## src/rtl/cam_capture_pkg.sv

```systemverilog
package cam_capture_pkg;

    // Capture mode: continuous grab or single frame
    typedef enum logic {
        CAP_CONT = 1'b0,
        CAP_SNAP = 1'b1
    } cap_mode_e;

    // Rate field encodings
    localparam logic [1:0] RATE_ALL     = 2'd0;
    localparam logic [1:0] RATE_HALF    = 2'd1;
    localparam logic [1:0] RATE_QUARTER = 2'd2;

    // One resynchronised pixel-clock sampling event
    typedef struct packed {
        logic strobe;  // sampling edge of the pixel clock seen this cycle
        logic vs_ok;   // vertical sync at valid level
        logic hs_ok;   // horizontal sync at valid level
        logic sof;     // frame start at this edge
        logic eof;     // frame end at this edge
    } pix_event_t;

    // A pin is valid when it differs from the level that marks invalid data
    function automatic logic pin_valid(input logic pin, input logic inactive_lvl);
        return pin != inactive_lvl;
    endfunction

    // Bits of the skip counter that must be zero for a frame to be accepted
    function automatic logic [1:0] skip_mask(input logic [1:0] rate);
        case (rate)
            RATE_HALF:    return 2'b01;
            RATE_QUARTER: return 2'b11;
            default:      return 2'b00;
        endcase
    endfunction

endpackage

```

## src/rtl/cam_in_sync.sv

```systemverilog
module cam_in_sync
    import cam_capture_pkg::*;
#(
    parameter int DATA_W = 8,
    parameter int STAGES = 2
) (
    input  logic              clk,
    input  logic              rst,
    input  logic              pclk_pin,
    input  logic              hs_pin,
    input  logic              vs_pin,
    input  logic [DATA_W-1:0] data_pin,
    input  logic              pclk_pol,
    input  logic              hs_pol,
    input  logic              vs_pol,
    output pix_event_t        ev,
    output logic [DATA_W-1:0] data_out
);
    localparam int W = DATA_W + 3;

    logic [STAGES-1:0][W-1:0] pipe;
    logic                     pclk_prev;
    logic                     vs_ok_prev;
    logic                     pclk_s, hs_s, vs_s;
    logic                     strobe;
    logic                     vs_ok;

    always_ff @(posedge clk) begin
        if (rst) begin
            pipe <= '0;
        end else begin
            pipe[0] <= {pclk_pin, hs_pin, vs_pin, data_pin};
            for (int i = 1; i < STAGES; i++) begin
                pipe[i] <= pipe[i-1];
            end
        end
    end

    assign {pclk_s, hs_s, vs_s, data_out} = pipe[STAGES-1];

    assign strobe = pclk_pol ? (pclk_s && !pclk_prev) : (!pclk_s && pclk_prev);
    assign vs_ok  = pin_valid(vs_s, vs_pol);

    always_ff @(posedge clk) begin
        if (rst) begin
            pclk_prev  <= 1'b0;
            vs_ok_prev <= 1'b0;
        end else begin
            pclk_prev <= pclk_s;
            if (strobe) begin
                vs_ok_prev <= vs_ok;
            end
        end
    end

    always_comb begin
        ev.strobe = strobe;
        ev.vs_ok  = vs_ok;
        ev.hs_ok  = pin_valid(hs_s, hs_pol);
        ev.sof    = strobe && vs_ok && !vs_ok_prev;
        ev.eof    = strobe && !vs_ok && vs_ok_prev;
    end
endmodule

```

## src/rtl/cam_frame_gate.sv

```systemverilog
module cam_frame_gate
    import cam_capture_pkg::*;
#(
    parameter int SKIP_W = 2
) (
    input  logic       clk,
    input  logic       rst,
    input  logic       enable,
    input  cap_mode_e  mode,
    input  logic [1:0] rate,
    input  logic       wr_en,
    input  logic       wr_val,
    input  pix_event_t ev,
    output logic       frame_act,
    output logic       cap_bit
);
    logic              cap_q, cap_n;
    logic              pend_q, pend_n;
    logic              act_q, act_n;
    logic [SKIP_W-1:0] skip_q, skip_n;
    logic              wr_clear;
    logic [SKIP_W-1:0] mask;

    assign wr_clear = wr_en && !wr_val;
    assign mask     = SKIP_W'(skip_mask(rate));

    always_comb begin
        cap_n  = cap_q;
        pend_n = pend_q;
        act_n  = act_q;
        skip_n = skip_q;

        // frame end closes the accepted frame and completes any stop
        if (ev.eof && act_q) begin
            act_n = 1'b0;
            if (mode == CAP_SNAP || pend_q) begin
                cap_n = 1'b0;
            end
            pend_n = 1'b0;
        end

        // frame start: decide whether this frame is forwarded
        if (ev.sof && cap_q && !pend_q && !wr_clear && enable) begin
            if (mode == CAP_SNAP) begin
                act_n = 1'b1;
            end else begin
                act_n  = ((skip_q & mask) == '0);
                skip_n = skip_q + 1'b1;
            end
        end

        // software write to the capture bit
        if (wr_en) begin
            if (wr_val) begin
                cap_n  = 1'b1;
                pend_n = 1'b0;
                if (!cap_q) begin
                    skip_n = '0;
                end
            end else if (act_n) begin
                pend_n = 1'b1;
            end else begin
                cap_n  = 1'b0;
                pend_n = 1'b0;
            end
        end

        // disable aborts forwarding and completes a pending stop
        if (!enable) begin
            if (pend_n) begin
                cap_n  = 1'b0;
                pend_n = 1'b0;
            end
            act_n = 1'b0;
        end
    end

    always_ff @(posedge clk) begin
        if (rst) begin
            cap_q  <= 1'b0;
            pend_q <= 1'b0;
            act_q  <= 1'b0;
            skip_q <= '0;
        end else begin
            cap_q  <= cap_n;
            pend_q <= pend_n;
            act_q  <= act_n;
            skip_q <= skip_n;
        end
    end

    assign frame_act = act_q;
    assign cap_bit   = cap_q;
endmodule

```

## src/rtl/cam_pixel_out.sv

```systemverilog
module cam_pixel_out
    import cam_capture_pkg::*;
#(
    parameter int DATA_W = 8
) (
    input  logic              clk,
    input  logic              rst,
    input  logic              enable,
    input  logic              frame_act,
    input  pix_event_t        ev,
    input  logic [DATA_W-1:0] data_in,
    output logic              valid,
    output logic [DATA_W-1:0] data_out
);
    logic take;

    assign take = ev.strobe && ev.vs_ok && ev.hs_ok && frame_act && enable;

    always_ff @(posedge clk) begin
        if (rst) begin
            valid    <= 1'b0;
            data_out <= '0;
        end else begin
            valid <= take;
            if (take) begin
                data_out <= data_in;
            end
        end
    end
endmodule

```

## src/rtl/cam_capture_ctrl.sv

```systemverilog
module cam_capture_ctrl
    import cam_capture_pkg::*;
#(
    parameter int DATA_W      = 8,
    parameter int SYNC_STAGES = 2
) (
    input  logic              clk,
    input  logic              rst,
    input  logic              cam_pclk,
    input  logic              cam_hsync,
    input  logic              cam_vsync,
    input  logic [DATA_W-1:0] cam_data,
    input  logic              ctl_enable,
    input  logic              ctl_snap,
    input  logic [1:0]        ctl_rate,
    input  logic              ctl_pclk_pol,
    input  logic              ctl_hs_pol,
    input  logic              ctl_vs_pol,
    input  logic              cap_wr_en,
    input  logic              cap_wr_val,
    output logic              cap_bit,
    output logic              frame_active,
    output logic              pix_valid,
    output logic [DATA_W-1:0] pix_data
);
    pix_event_t        ev;
    logic [DATA_W-1:0] sync_data;
    cap_mode_e         mode;

    assign mode = ctl_snap ? CAP_SNAP : CAP_CONT;

    cam_in_sync #(.DATA_W(DATA_W), .STAGES(SYNC_STAGES)) sync_i (
        .clk      (clk),
        .rst      (rst),
        .pclk_pin (cam_pclk),
        .hs_pin   (cam_hsync),
        .vs_pin   (cam_vsync),
        .data_pin (cam_data),
        .pclk_pol (ctl_pclk_pol),
        .hs_pol   (ctl_hs_pol),
        .vs_pol   (ctl_vs_pol),
        .ev       (ev),
        .data_out (sync_data)
    );

    cam_frame_gate #(.SKIP_W(2)) gate_i (
        .clk       (clk),
        .rst       (rst),
        .enable    (ctl_enable),
        .mode      (mode),
        .rate      (ctl_rate),
        .wr_en     (cap_wr_en),
        .wr_val    (cap_wr_val),
        .ev        (ev),
        .frame_act (frame_active),
        .cap_bit   (cap_bit)
    );

    cam_pixel_out #(.DATA_W(DATA_W)) out_i (
        .clk       (clk),
        .rst       (rst),
        .enable    (ctl_enable),
        .frame_act (frame_active),
        .ev        (ev),
        .data_in   (sync_data),
        .valid     (pix_valid),
        .data_out  (pix_data)
    );
endmodule

```

## config.mk

```make
export PLATFORM = sky130hd
export DESIGN_NAME = cam_capture_ctrl
export DESIGN_NICKNAME = d
export VERILOG_FILES = /design/src/rtl/cam_capture_pkg.sv /design/src/rtl/cam_in_sync.sv /design/src/rtl/cam_frame_gate.sv /design/src/rtl/cam_pixel_out.sv /design/src/rtl/cam_capture_ctrl.sv
export SDC_FILE = /design/constraint.sdc
export NUM_CORES = 1
export LEC_CHECK = 0
export BUFFER_PORTS_ARGS = -buffer_cell sky130_fd_sc_hd__buf_2
export CAP_MARGIN = 20
export CORE_MARGIN = 2
export CORE_UTILIZATION = 51
export DETAILED_ROUTE_END_ITERATION = 6
export PLACE_DENSITY = 0.76
export SYNTH_ARGS = -nofsm -noshare
export SYNTH_HDL_FRONTEND = slang
export SYNTH_SLANG_ARGS = --single-unit
```

## constraint.sdc

```tcl
create_clock -name clk -period 2.3 [get_ports clk]
set_clock_uncertainty 0.05 [all_clocks]
set_input_delay 0.46 -clock clk [delete_from_list [all_inputs] [get_ports clk]]
set_output_delay 0.46 -clock clk [all_outputs]
set_load 0.05 [all_outputs]
```

==> impl_metrics.json, run 1 <==
{
  "status": "finished, final reports clean",
  "syn_inst": 133,
  "core_um2": 2545,
  "clk_latency_ns": 0.34,
  "async_reset_ff_share_pct": 0,
  "power.density_nw_per_um2": 662.8,
  "period_share_pct": 83.50,
  "fill_cells": 221,
  "firstDrtPassIters": 4,
  "grt_pass1_vias": 993,
  "wl_met3_um": 164,
  "fmax_ghz": 0.5207,
  "place_congestion": 0.7612,
  "layout_commonest_cell": "dfxtp_1",
  "dp_hpwl_um": 1719,
  "rsz0062_at_grt": "false",
  "slew_viol_final": 0,
  "postCtsSetupBuffers": 0,
  "cts_resized": 0,
  "drt_iter0_drc": 29,
  "hold_path.class": "primary input to flop",
  "routedWlPerCell_um": 12.11,
  "route.final.wire_length_um": 2386,
  "diodes": 0,
  "worst_pin_slew_ns": 0.6509,
  "critical_path_class": "flop to flop",
  "clockBufferDepth": 2,
  "synth_seq_area_share_pct": 54.48,
  "nNetsFinal": 191,
  "grt_use_total_pct": 16.70,
  "portBuffers": 32,
  "root_buffer": "clkbuf_4",
  "die-area_um2": 3173,
  "startpoint_type": "flop",
  "maxCapViolCount": 0,
  "grt_pass1_wl_um": 4008,
  "top_layer_used": "met4",
  "place_area_um2": 1583,
  "relSlewSlack_pct": 56.61,
  "cts_buffers": 5,
  "synth_cell_type_count": 30,
  "arrival_ns": 2.13,
  "clk_pin_slew_ns": 0.09,
  "ys_ff_latch": 38,
  "row_count": 18,
  "synth-main-ff-cell": "dfxtp_1",
  "path_max_fanout": 8,
  "vdd_ir_drop_max_v": 0.0006071,
  "layout_min_cycle_time_ns": 1.921,
  "end_kind": "flop",
  "p_leak_uw": 0.0006564,
  "drive_gt1_share_pct": 25.75,
  "avgSynthCellArea_um2": 10.50,
  "design_area_um2": 1634,
  "overflow": 0,
  "tns_ns": 0,
  "layout_common_cells": "dfxtp_1, buf_2, nor2b_1, nand2b_1, mux2i_1",
  "ios": 33,
  "hold_viol_final": 0,
  "htree_levels": 2,
  "area_growth_pct": 17.03,
  "synth-edff-count": 0,
  "ant_nets": 0,
  "synth_nets": 156,
  "tritoncts": "yes",
  "grt_max_degree": 47,
  "antenna_found_initial": 0,
  "die_y_um": 56.33,
  "met1_length_um": 988,
  "start_util_pct": 54.87,
  "synthesis.area_um2": 1396,
  "vias": 1001,
  "holdBufCountCts": 0,
  "avgViaCountPerCell": 5.081,
  "die_w_um": 56.33,
  "cts_num_sinks": 38,
  "drc": 0,
  "finalCoreUtilization_pct": 64.21,
  "setup_viol": 0,
  "wl_met2_um": 1188,
  "ys_warn_count": 0,
  "cp.required_ns": 2.51
}
## final cells by class
cell class / instances / area, um2 / share of cell area, %
Sequential cell: 38 / 760.7 / 46.55
Multi-Input combinational cell: 85 / 598.1 / 36.60
Timing Repair Buffer: 33 / 167.7 / 10.26
Clock buffer: 6 / 51.30 / 3.139
Tap cell: 30 / 37.54 / 2.297
Inverter: 5 / 18.77 / 1.149
## stage by stage
step / power, uW / hold slack, ns / worst slack (ns) / instances
detailed placement: 771.9 / 0.3756 / 0.1522 / 191
finish: 1083 / 0.2862 / 0.3794 / 197
global placement: 767.9 / 0.3675 / 0.2171 / 191
floorplan: 744.5 / 0.3638 / 0.3464 / 133
CTS: 1099 / 0.2677 / 0.3795 / 197
global route: 1145 / 0.2714 / 0.3160 / 197
## cells by family after synthesis
logic type	synth area share, %
AOI/OAI and AO/OA	8.244
xor gates and xnor gates	1.882
adders and majority gates	0.8959
buffers and inverters	2.688
DFF	54.48
muxes	5.735
and+or+nand+nor	26.07
## report_power, final
part | internal [uW] | switching (uW)
Sequential | 678 | 6.62
Clock | 138 | 190
Combinational | 36.7 | 34.7
Total | 852 | 231
## cell usage after synthesis, types with 2 or more instances
cell type | n | share of area [%]
dfxtp_1 | 38 | 54
nor2b_1 | 23 | 10
nand2b_1 | 19 | 8.5
mux2i_1 | 8 | 5.7
clkbuf_1 | 5 | 1.3
inv_1 | 5 | 1.3
a21oi_1 | 4 | 1.4
nand2_1 | 2 | 0.54
nand3b_1 | 2 | 1.1
nor3_1 | 2 | 0.72
nor4_1 | 2 | 0.90
o22a_1 | 2 | 1.3
o31ai_1 | 2 | 1.1
or4_1 | 2 | 1.1
xor2_1 | 2 | 1.3
## routing by layer
layer,vias to the layer above,global-route usage (%)
met3,6,6.912
li1,513,-
met5,-,0
met1,447,18.20
met4,0,8.503
met2,35,27.73
## state kept, by name, indices dropped and copies added (netlist names)
name	flops
sync_i.data_out	8
out_i.data_out	8
gate_i.frame_act	1
gate_i.skip_q	2
sync_i.pclk_s	1
gate_i.cap_bit	1
out_i.valid	1
sync_i.hs_s	1
sync_i.pipe	12
sync_i.vs_ok_prev	1
sync_i.pclk_prev	1
gate_i.pend_q	1
## final timing paths
path                                 startpoint                to  slack [ns]  depth (start not counted)
worst max-delay path              sync_i.pclk_s  gate_i.skip_q[0]        0.38                          4
worst min register to register  sync_i.pipe[10]     sync_i.pclk_s        0.40                          1
worst max register to register    sync_i.pclk_s  gate_i.skip_q[0]        0.38                          4
worst min-delay path                  cam_hsync    sync_i.pipe[9]        0.29                          2
## critical path, stage by stage, from the launching register on
cell,delay [ns]
dfxtp_1,0.33
or3b_4,0.42
a211o_4,0.39
or4_1,0.48
a21oi_1,0.18
(Power assumes the default switching activity.)
==> inputs of run 2 (changes only) <==
==> constraint.sdc (replaced) <==
create_clock -name clk -period 1.8 [get_ports clk]
set_clock_uncertainty 0.05 [all_clocks]
set_input_delay 0.36 -clock clk [delete_from_list [all_inputs] [get_ports clk]]
set_output_delay 0.36 -clock clk [all_outputs]
set_load 0.05 [all_outputs]
==> impl_metrics.json, run 2 (synthesized netlist as in run 1, its figures left out) <==
{
  "grt_use_total_pct": 16.69,
  "end_kind": "flop",
  "status": "finished, final reports clean",
  "cts_buffers": 5,
  "grt_max_degree": 32,
  "wl_met3_um": 124,
  "design_area_um2": 1713,
  "row_count": 18,
  "power.density_nw_per_um2": 824.0,
  "slowest_delay_ns": 0.50,
  "met1_length_um": 989,
  "p_leak_uw": 0.0006912,
  "die_w_um": 56.33,
  "nNetsFinal": 196,
  "clockBufferDepth": 2,
  "multi_input_area_um2": 616.8,
  "drive_gt1_share_pct": 31.03,
  "critical_path_class": "flop to flop",
  "route.final.wire_length_um": 2312,
  "start_util_pct": 54.87,
  "cp_slowest_cell": "or4_4",
  "r2r_cells": 4,
  "whs_path_depth": 2,
  "antenna_found_initial": 0,
  "layout_common_cells": "dfxtp_1, buf_2, nor2b_1, nand2b_1, mux2i_1",
  "dp_hpwl_um": 1669,
  "cts_num_sinks": 38,
  "vdd_ir_drop_max_v": 0.0008110,
  "overflow": 0,
  "regArea_um2": 762.0,
  "rsz0062_at_grt": "true",
  "slew_viol_final": 0,
  "hold_viol_final": 0,
  "dp_cells": 195,
  "core_um2": 2545,
  "worst_pin_slew_ns": 0.4537,
  "final_cells": 204,
  "routedWlPerCell_um": 11.33,
  "die-area_um2": 3173,
  "clk_pin_slew_ns": 0.10,
  "arrival_ns": 2.01,
  "top_layer_used": "met4",
  "area_growth_pct": 22.67,
  "clk_latency_ns": 0.33,
  "vias": 1020,
  "avgViaCountPerCell": 5.000,
  "diodes": 0,
  "setup_viol": 0,
  "grt_pass1_vias": 991,
  "relSlewSlack_pct": 69.75,
  "place_area_um2": 1625,
  "drc": 0,
  "holdBufCountCts": 0,
  "root_buffer": "clkbuf_4",
  "die_y_um": 56.33,
  "hold_path.class": "primary input to flop",
  "top_regs": "sync_i.pipe: 12 flops, out_i.data_out: 8 flops, sync_i.data_out: 8 flops",
  "ios": 33,
  "tritoncts": "yes",
  "largest-register": "sync_i.pipe",
  "wl_met2_um": 1150,
  "cp.required_ns": 2.02,
  "finalPower_uw": 1411,
  "grt_pass1_wl_um": 4077,
  "path_max_fanout": 6,
  "maxCapViolCount": 0,
  "htree_levels": 2,
  "fmax_ghz": 0.5586,
  "ant_nets": 0,
  "path_cells": "or3b_4, a211o_4, or4_4, a21oi_2",
  "layout_commonest_cell": "dfxtp_1",
  "firstDrtPassIters": 4,
  "portBuffers": 32,
  "drt_iter0_drc": 23,
  "largest_register_ffs": 12,
  "startpoint_type": "flop",
  "period_share_pct": 99.46,
  "finalCoreUtilization_pct": 67.31,
  "place_congestion": 0.7658,
  "layout_min_cycle_time_ns": 1.790,
  "fill_cells": 216,
  "whs_ns": 0.1823
}
[run 2: timing repair]
action / 4_1_cts / 5_1_grt
buffers inserted: 1 / 0
pin swaps: 2 / 1
endpoints found under the setup margin: 1 / 2
cloned: 0 / 0
resized for setup: 4 / 1
hold endpoints to repair: 0 / 0
[run 2: final cells by class]
class | instances | area share (%)
clock inverters | 1 | 0.2922
multi-input cells | 85 | 36.01
clock buffers | 7 | 3.214
repair buffers | 38 | 12.71
well taps | 30 | 2.191
inverters | 5 | 1.096
flip-flops and latches | 38 | 44.49
[run 2: path summary, 6_finish.rpt]
| kind | start | endpoint | slack [ns] |
|---|---|---|---|
| min | cam_data[5] | sync_i.pipe[5] | 0.18 |
| max reg2reg | sync_i.pclk_prev | gate_i.skip_q[0] | 0.01 |
| max | sync_i.pclk_prev | gate_i.skip_q[0] | 0.01 |
| min reg2reg | sync_i.pipe[2] | sync_i.data_out[2] | 0.39 |
[run 2: report_power, final]
group          switching [uW]  internal, uW
Clock                     250           189
Sequential               7.91           866
Combinational            47.8          50.3
Total                     305          1110
[run 2: metal layers]
layer  vias up  GRT usage [%]
met4         0          9.184
met3         6          5.300
met1       463          19.48
met5         -              0
li1        522              -
met2        29          27.06
[run 2: stage by stage]
stage	setup WS [ns]	setup TNS (ns)
3_3_place_gp	-0.1092	-0.3468
5_1_grt	-0.07687	-0.1526
3_5_place_dp	-0.2030	-0.6462
4_1_cts	-0.02149	-0.02149
6_report	0.009727	0
2_1_floorplan	0.002753	0
[run 2: worst max-delay path, delay by kind of cell, from the launching register on]
family	cells	cell delay, ns
and+or+nand+nor	2	0.88
DFF	1	0.33
AOI/OAI and AO/OA	2	0.49
==> inputs of run 3 (changes only) <==
--- a/config.mk
+++ b/config.mk
@@ -11,6 +11,7 @@
 export CORE_UTILIZATION = 51
 export DETAILED_ROUTE_END_ITERATION = 6
 export PLACE_DENSITY = 0.76
+export RECOVER_POWER = 50
 export SYNTH_ARGS = -nofsm -noshare
 export SYNTH_HDL_FRONTEND = slang
 export SYNTH_SLANG_ARGS = --single-unit
==> impl_metrics.json, run 3 (synthesized netlist as in run 1, its figures left out) <==
{
  "cts_num_sinks": 38,
  "period_share_pct": 99.53,
  "drc": 0,
  "p_leak_uw": 0.0006878,
  "clk_pin_slew_ns": 0.10,
  "path_max_fanout": 6,
  "firstDrtPassIters": 4,
  "largest-register": "sync_i.pipe",
  "whs_path_depth": 2,
  "row_count": 18,
  "clk_latency_ns": 0.33,
  "layout_min_cycle_time_ns": 1.792,
  "start_util_pct": 54.87,
  "hp-start": "cam_data[5]",
  "slew_viol_final": 0,
  "cp.required_ns": 1.93,
  "grt_use_total_pct": 16.69,
  "die_y_um": 56.33,
  "grt_pass1_vias": 991,
  "top_regs": "sync_i.pipe: 12 flops, out_i.data_out: 8 flops, sync_i.data_out: 8 flops",
  "largest_register_ffs": 12,
  "drive_gt1_share_pct": 30.46,
  "fill_cells": 217,
  "design_area_um2": 1709,
  "startpoint_type": "flop",
  "arrival_ns": 1.92,
  "drt_iter0_drc": 25,
  "end_kind": "flop",
  "rsz0062_at_grt": "true",
  "die_w_um": 56.33,
  "layout_common_cells": "dfxtp_1, buf_2, nor2b_1, nand2b_1, mux2i_1",
  "dp_hpwl_um": 1669,
  "whs_ns": 0.1823,
  "portBuffers": 32,
  "regToRegStartpoint": "sync_i.pclk_prev",
  "antenna_found_initial": 0,
  "tritoncts": "yes",
  "diodes": 0,
  "core_um2": 2545,
  "avgViaCountPerCell": 4.985,
  "layout_commonest_cell": "dfxtp_1",
  "routedWlPerCell_um": 11.30,
  "place_congestion": 0.7658,
  "cts_buffers": 5,
  "worst_hold_path.endpoint": "sync_i.pipe[5]",
  "nNetsFinal": 196,
  "critical_path_class": "flop to flop",
  "ant_nets": 0,
  "root_buffer": "clkbuf_4",
  "overflow": 0,
  "finalCoreUtilization_pct": 67.16,
  "htree_levels": 2,
  "grt_max_degree": 32,
  "status": "finished, final reports clean",
  "area_growth_pct": 22.40,
  "place_area_um2": 1625,
  "final_cells": 204,
  "rrSetupSlack_ns": 0.008,
  "r2r_cells": 5,
  "hold_path.class": "primary input to flop",
  "hold_viol_final": 0,
  "maxCapViolCount": 0,
  "vias": 1017,
  "fmax_ghz": 0.5582,
  "clockBufferDepth": 2,
  "relSlewSlack_pct": 27.85,
  "reg2reg_to": "gate_i.frame_act",
  "worst_pin_slew_ns": 1.082,
  "power.density_nw_per_um2": 825.3,
  "die-area_um2": 3173,
  "dp_cells": 195,
  "setup_viol": 0,
  "ios": 33,
  "grt_pass1_wl_um": 4077,
  "vdd_ir_drop_max_v": 0.0008110,
  "route.final.wire_length_um": 2305
}
-- run 3: cell type report --
cell class,instances,area [um2],area share (%)
sequential,38,762.0,44.58
multi-input combinational,85,616.8,36.09
timing repair buffer,38,214.0,12.52
clock buffer,7,55.05,3.221
tap,30,37.54,2.196
inverter,5,18.77,1.098
clock inverter,1,5.005,0.2928
-- run 3: through the flow --
step	TNS [ns]	power, uW	setup slack [ns]
detailed placement	-0.6462	990.9	-0.2030
finish	0	1411	0.008427
floorplan	0	951.4	0.002753
global route	-0.2223	1475	-0.1083
global placement	-0.3468	985.0	-0.1092
CTS	-0.02149	1431	-0.02149
-- run 3: how the worst max path moves through the flow --
stage                          start           endpoint  slack (ns)  cells after the start
detailed placement      ctl_pclk_pol   gate_i.skip_q[0]       -0.20                      5
finish              sync_i.pclk_prev   gate_i.frame_act       0.008                      5
floorplan               ctl_pclk_pol  out_i.data_out[0]       0.003                      4
CTS                 sync_i.pclk_prev   gate_i.skip_q[0]       -0.02                      4
global placement        ctl_pclk_pol   gate_i.skip_q[0]       -0.11                      5
global route        sync_i.pclk_prev   gate_i.frame_act       -0.11                      5
-- run 3: routing by layer --
metal | part of all wire, % | up-vias | track usage, % | wire, um
li1 | - | 521 | - | -
met1 | 43 | 462 | 19.48 | 990
met2 | 50 | 28 | 27.06 | 1149
met3 | 5.1 | 6 | 5.300 | 117
met4 | 2.1 | 0 | 9.184 | 48
met5 | 0 | - | 0 | 0
-- run 3: worst max-delay path, stage by stage, from the launching register on --
cell,delay (ns)
dfxtp_2,0.33
or3b_4,0.38
a211o_4,0.36
buf_4,0.15
nor4_1,0.32
nor4_2,0.06
-- run 3: power breakdown --
| part | switching [uW] | internal [uW] | total, uW | leakage, uW |
|---|---|---|---|---|
| Clock | 250 | 189 | 439 | 0.0000353 |
| Sequential | 7.90 | 866 | 874 | 0.000312 |
| Combinational | 47.7 | 49.6 | 97.3 | 0.000341 |
| Total | 305 | 1110 | 1410 | 0.000688 |
-- run 3: what timing repair did --
item	CTS	global route
hold buffers	0	0
endpoints found under the setup margin	1	2
pin swaps	2	1
buffers inserted	1	0
gates resized for setup	4	1
